<file path="config.mk">
export PLATFORM = sky130hd
export DESIGN_NAME = gain_offset_stage
export DESIGN_NICKNAME = d
export VERILOG_FILES = /design/src/rtl/gos_pkg.sv /design/src/rtl/gos_coef_bank.sv /design/src/rtl/gos_mul_stage.sv /design/src/rtl/gos_sat_add.sv /design/src/rtl/gain_offset_stage.sv
export SDC_FILE = /design/constraint.sdc
export NUM_CORES = 2
export LEC_CHECK = 0
export ABC_AREA = 1
export ABC_CLOCK_PERIOD_IN_PS = 19900
export BUFFER_PORTS_ARGS = -buffer_cell sky130_fd_sc_hd__buf_4
export CAP_MARGIN = 20
export CORE_ASPECT_RATIO = 1.25
export CORE_MARGIN = 2
export CORE_UTILIZATION = 60
export CTS_BUF_LIST = sky130_fd_sc_hd__clkbuf_4 sky130_fd_sc_hd__clkbuf_8
export DETAILED_ROUTE_END_ITERATION = 7
export PLACE_DENSITY = 0.77
export SYNTH_ARGS = -nofsm -noshare
export SYNTH_HDL_FRONTEND = slang
export SYNTH_SLANG_ARGS = --single-unit
export TNS_END_PERCENT = 10
</file>
<file path="constraint.sdc">
create_clock -name clk -period 19.9 [get_ports clk]
set_input_delay 2.985 -clock clk [delete_from_list [all_inputs] [get_ports clk]]
set_output_delay 2.985 -clock clk [all_outputs]
set_load 0.03 [all_outputs]
</file>
<file path="src/rtl/gos_pkg.sv">
package gos_pkg;
    localparam int COEF_ADDR_W = 2;
    localparam logic [COEF_ADDR_W-1:0] ADDR_GAIN   = 2'd0;
    localparam logic [COEF_ADDR_W-1:0] ADDR_OFFSET = 2'd1;
endpackage

</file>
<file path="src/rtl/gos_coef_bank.sv">
module gos_coef_bank
    import gos_pkg::*;
#(
    parameter int DATA_W    = 48,
    parameter int GAIN_W    = 28,
    parameter int GAIN_FRAC = 23
) (
    input  logic                     clk,
    input  logic                     rst_n,
    input  logic                     wr_en,
    input  logic [COEF_ADDR_W-1:0]   wr_addr,
    input  logic [DATA_W-1:0]        wr_data,
    output logic signed [GAIN_W-1:0] gain_q,
    output logic signed [DATA_W-1:0] offs_q
);
    localparam logic signed [GAIN_W-1:0] GAIN_ONE =
        {{(GAIN_W-GAIN_FRAC-1){1'b0}}, 1'b1, {GAIN_FRAC{1'b0}}};

    typedef struct packed {
        logic signed [GAIN_W-1:0] gain;
        logic signed [DATA_W-1:0] offs;
    } coef_t;

    coef_t c_d, c_q;

    always_comb begin
        c_d = c_q;
        if (wr_en) begin
            case (wr_addr)
                ADDR_GAIN:   c_d.gain = wr_data[GAIN_W-1:0];
                ADDR_OFFSET: c_d.offs = wr_data;
                default:     c_d = c_q;
            endcase
        end
    end

    always_ff @(posedge clk or negedge rst_n) begin
        if (!rst_n) begin
            c_q.gain <= GAIN_ONE;
            c_q.offs <= '0;
        end else begin
            c_q <= c_d;
        end
    end

    assign gain_q = c_q.gain;
    assign offs_q = c_q.offs;
endmodule

</file>
<file path="src/rtl/gos_mul_stage.sv">
module gos_mul_stage #(
    parameter int DATA_W    = 48,
    parameter int GAIN_W    = 28,
    parameter int GAIN_FRAC = 23
) (
    input  logic                     clk,
    input  logic                     rst_n,
    input  logic                     in_valid,
    input  logic signed [DATA_W-1:0] in_data,
    input  logic signed [GAIN_W-1:0] gain,
    input  logic signed [DATA_W-1:0] offs,
    output logic                     s1_valid,
    output logic signed [DATA_W-1:0] s1_data,
    output logic signed [DATA_W-1:0] s1_offs
);
    localparam int PROD_W = DATA_W + GAIN_W;
    localparam int HI     = GAIN_FRAC + DATA_W - 1;
    localparam int TOP_W  = PROD_W - HI;
    localparam logic signed [DATA_W-1:0] D_MAX = {1'b0, {(DATA_W-1){1'b1}}};
    localparam logic signed [DATA_W-1:0] D_MIN = {1'b1, {(DATA_W-1){1'b0}}};

    typedef struct packed {
        logic                     v;
        logic signed [DATA_W-1:0] d;
        logic signed [DATA_W-1:0] o;
    } s1_t;

    s1_t s_d, s_q;
    logic signed [PROD_W-1:0] prod;
    logic        [TOP_W-1:0]  top;
    logic signed [DATA_W-1:0] reduced;

    always_comb begin
        prod = in_data * gain;
        top  = prod[PROD_W-1:HI];
        if (top == {TOP_W{1'b0}} || top == {TOP_W{1'b1}}) begin
            reduced = prod[HI:GAIN_FRAC];
        end else if (prod[PROD_W-1]) begin
            reduced = D_MIN;
        end else begin
            reduced = D_MAX;
        end
        s_d   = s_q;
        s_d.v = in_valid;
        if (in_valid) begin
            s_d.d = reduced;
            s_d.o = offs;
        end
    end

    always_ff @(posedge clk or negedge rst_n) begin
        if (!rst_n) s_q <= '0;
        else        s_q <= s_d;
    end

    assign s1_valid = s_q.v;
    assign s1_data  = s_q.d;
    assign s1_offs  = s_q.o;
endmodule

</file>
<file path="src/rtl/gos_sat_add.sv">
module gos_sat_add #(
    parameter int DATA_W = 48
) (
    input  logic                     clk,
    input  logic                     rst_n,
    input  logic                     s1_valid,
    input  logic signed [DATA_W-1:0] s1_data,
    input  logic signed [DATA_W-1:0] s1_offs,
    output logic                     out_valid,
    output logic signed [DATA_W-1:0] out_data
);
    localparam logic signed [DATA_W-1:0] D_MAX = {1'b0, {(DATA_W-1){1'b1}}};
    localparam logic signed [DATA_W-1:0] D_MIN = {1'b1, {(DATA_W-1){1'b0}}};

    typedef struct packed {
        logic                     v;
        logic signed [DATA_W-1:0] d;
    } out_t;

    out_t o_d, o_q;
    logic signed [DATA_W:0] sum;

    always_comb begin
        sum   = {s1_data[DATA_W-1], s1_data} + {s1_offs[DATA_W-1], s1_offs};
        o_d   = o_q;
        o_d.v = s1_valid;
        if (s1_valid) begin
            if (sum[DATA_W] != sum[DATA_W-1]) begin
                o_d.d = sum[DATA_W] ? D_MIN : D_MAX;
            end else begin
                o_d.d = sum[DATA_W-1:0];
            end
        end
    end

    always_ff @(posedge clk or negedge rst_n) begin
        if (!rst_n) o_q <= '0;
        else        o_q <= o_d;
    end

    assign out_valid = o_q.v;
    assign out_data  = o_q.d;
endmodule

</file>
<file path="src/rtl/gain_offset_stage.sv">
module gain_offset_stage
    import gos_pkg::*;
#(
    parameter int DATA_W    = 48,
    parameter int GAIN_W    = 28,
    parameter int GAIN_FRAC = 23
) (
    input  logic                   clk,
    input  logic                   rst_n,
    input  logic                   in_valid,
    input  logic [DATA_W-1:0]      in_data,
    input  logic                   wr_en,
    input  logic [COEF_ADDR_W-1:0] wr_addr,
    input  logic [DATA_W-1:0]      wr_data,
    output logic                   out_valid,
    output logic [DATA_W-1:0]      out_data
);
    logic signed [GAIN_W-1:0] gain_q;
    logic signed [DATA_W-1:0] offs_q;
    logic                     s1_valid;
    logic signed [DATA_W-1:0] s1_data;
    logic signed [DATA_W-1:0] s1_offs;
    logic signed [DATA_W-1:0] res;

    gos_coef_bank #(.DATA_W(DATA_W), .GAIN_W(GAIN_W), .GAIN_FRAC(GAIN_FRAC)) u_bank (
        .clk(clk), .rst_n(rst_n), .wr_en(wr_en), .wr_addr(wr_addr),
        .wr_data(wr_data), .gain_q(gain_q), .offs_q(offs_q)
    );

    gos_mul_stage #(.DATA_W(DATA_W), .GAIN_W(GAIN_W), .GAIN_FRAC(GAIN_FRAC)) u_mul (
        .clk(clk), .rst_n(rst_n), .in_valid(in_valid), .in_data($signed(in_data)),
        .gain(gain_q), .offs(offs_q),
        .s1_valid(s1_valid), .s1_data(s1_data), .s1_offs(s1_offs)
    );

    gos_sat_add #(.DATA_W(DATA_W)) u_add (
        .clk(clk), .rst_n(rst_n), .s1_valid(s1_valid), .s1_data(s1_data),
        .s1_offs(s1_offs), .out_valid(out_valid), .out_data(res)
    );

    assign out_data = res;
endmodule

</file>
==> summary.txt <==
Status
  – Status: finished, final reports clean

Timing
  – Setup TNS: 0 ps
  – Final setup violating endpoints: 0
  – Hold slack: roughly 470 ps
  – Tmin final: between 10,000 and 15,000 ps
  – Final Cycle Share: 0.560
  – Relative slew margins: 0.286
  – Final hold violations: 0
  – Fmax: 0.0898 GHz
  – RSZ-0062 raised after global routing: no
  – Worst slew pin tran: approximately 1100 ps
  – Final Max Slew Viols: 0
  – Clk_skew: roughly 14 ps

Worst setup path
  – Critical R2R Launch: u_bank.gain_q[4]
  – Critical R2R Capture: u_mul.s1_data[11]
  – Cell mode on critical path: nand2_1
  – CP max FO: 47
  – CP peak stage delay: between 1000 and 1500 ps
  – FF-to-FF path depth: 32
  – CP max stage cell: fa_1
  – Worst EP arrival: 11,630 ps
  – WP data required: between 20,000 and 25,000 ps
  – Critical Path Start Type: input pin
  – WS Path Type: in2reg
  – R2R Setup Slk: 10,290 ps
  – CP Capture Type: flop

Final layout
  – Synth-to-Final Area Change: 4.03%
  – Share of cells above drive strength 1: 0.0592
  – Layout Nets: slightly below 9k
  – Fin area: 0.0609 mm^2

CTS
  – CTS Buffer Depth: 3
  – Hold-fix buffers, CTS: 0
  – Setup bufs post-CTS: 0
  – Resize count post-CTS: 0
  – Clk root buf: clkbuf_8
  – CTS tree: built
  – Worst skew pair latency: between 500 and 600 ps
  – Clock transition at path regs: around 70 ps
  – CTS Buf Count: 30
  – Clock Sinks: between 200 and 250
  – H-tree depth reported by CTS: 1

Detailed routing
  – WL/cell: ~20 um
  – Post-Route WL: around 180 mm
  – Remaining DRCs: 0
  – DR pass1 iterations: 6
  – Routed Antenna Nets: 0
  – Routed vias: roughly 47k
  – Vias per inst: roughly 5.5
  – DRT iter0 DRCs: 3,966

GRT
  – Initial antenna violation count: 4
  – GRT Util Overall: 0.361
  – Vias in the first global route: about 51k
  – Grt ovf: 0
  – Largest net degree at the start of global routing: 86
  – Global-route wire length before repair: roughly 280 mm

Hold path
  – Hold Path Class: reg2reg
  – Worst hold stages: 2
  – Worst hold start: u_bank.offs_q[19]
  – WHS Endpoint: u_mul.s1_offs[19]

Place
  – Area after DPL: approximately 0.06 mm^2
  – Final GP Congestion: a little over 1
  – DP HPWL: 134 mm
  – Buffers added on ports: 150

Synthesis
  – Post-synth ARST share: 1.00
  – Area share of fa/ha/maj cells after synthesis: 0.517
  – Post-Syn Instances: ~7.3k
  – Synthesized net count: roughly 9.1k
  – Largest family of logic cells by synthesized area: adder cells
  – Xor/xnor cell area share of the yosys netlist: 0.0142
  – Post-Synth Simple-Gate Area: 0.180
  – Top post-synthesis cells by area: fa_1 (46%), nand2_1 (14%), inv_1 (12%)
  – Top-count cell post-synth: nand2_1
  – Cell area after synthesis: 0.0585 mm^2
  – Largest area contributor in the netlist: fa_1
  – Seq cells post-synth: approximately 220
  – Yosys warning total: 0
  – Post-synthesis cell type count: 54
  – Seq/Total Area, Yosys: 0.0949
  – Post-synthesis mux area share: 0.00385
  – Compound-Gate Fraction of Synth Area: 0.0416
  – Post-synth top flop: dfrtp_1
  – Number of flops mapped to enable cells by yosys: 0
  – Post-synth top cells: nand2_1 (2,128), inv_1 (1,932), fa_1 (1,343), nor2_1 (345), ha_1 (268)
  – Mapped Avg Cell Area: 7.98 um^2
  – Post-synth top area share: 0.459

Floorplanning
  – Row count: 128
  – IO Count: between 150 and 200
  – Starting Density: 0.603
  – Core Area: between 0.09 and 0.1 mm^2
  – Chip Width: 283 um
  – Die height: 353 um
  – Die Area: between 0.1 and 0.15 mm^2

Job
  – Max-Cap Viols: 0
[cells in the final DEF (no fill, tap or decap), types with 19 or more instances in the layout]
cell type,Yosys,final
fa_1,1343,1343
a21oi_2,34,33
nand2_1,2128,2127
ha_1,268,268
clkbuf_8,0,38
dfrtp_1,221,195
buf_4,9,188
nand2_2,39,40
mux2_2,20,20
a31oi_1,19,19
a21oi_1,196,196
xor2_1,62,62
dfrtp_2,0,26
xnor2_1,33,33
inv_1,1932,1932
nor2_1,345,344
nand3_1,81,81
o21ai_0,113,113
[metal layers]
layer / vias up / global-route usage / routed length [um]
met5: - / 0 / 41
met4: 6 / 0.187 / 11500
met3: 744 / 0.0667 / 17300
met2: 2484 / 0.607 / 84400
met1: 23400 / 0.448 / 62500
li1: 20500 / - / -
[worst max path at each step]
stage | from | to | slack (ps) | cells past startpoint
detailed placement | in_data[47] | u_mul.s1_data[11] | 8140 | 32
finish | in_data[47] | u_mul.s1_data[11] | 8760 | 32
global placement | in_data[47] | u_mul.s1_data[5] | 8310 | 31
global route | in_data[47] | u_mul.s1_data[11] | 8030 | 32
floorplan | in_data[47] | u_mul.s1_data[17] | 9310 | 32
CTS | in_data[47] | u_mul.s1_data[11] | 8720 | 32
[flip-flops by register name (all words and copies together), names as in the netlist]
register	cells
u_add.out_data	48
u_add.out_valid	1
u_bank.offs_q	48
u_bank.gain_q	28
u_mul.s1_data	48
u_mul.s1_offs	48
u_mul.s1_valid	1
[critical path, delay by kind of cell]
family,cells,cell delay [ps]
adder cells (fa/ha/maj),9,5060
AND/OR/NAND/NOR,12,1300
buffers and inverters,8,1530
AO/OA/AOI/OAI,3,690
[layout make-up]
type	instances	area [um^2]
multi-input combinational	4826	44300
inverter	1950	7320
fill	8460	36200
antenna	2	5.00
clock buffer	52	628
tap	1300	1630
timing repair buffer	189	1430
sequential	222	5590
clock inverter	3	43.8
[cells by family after synthesis]
group | after synthesis
muxes | 20
AOI/OAI and AO/OA | 421
and+or+nand+nor | 2679
adders and majority gates | 1611
DFF | 222
buffers and inverters | 2289
xor gates and xnor gates | 95
[through the flow]
step                      setup WS, ps  instances  utilization
final                             8760       8544        0.627
after global routing              8030       8542        0.627
after CTS                         8720       8542        0.627
after detailed placement          8140       8487        0.620
after global placement            8310       8487        0.620
after floorplan                   9310       7337            -
Power is not shown: default switching activity piles up to over one toggle a cycle in this logic, so the estimate is an artifact.
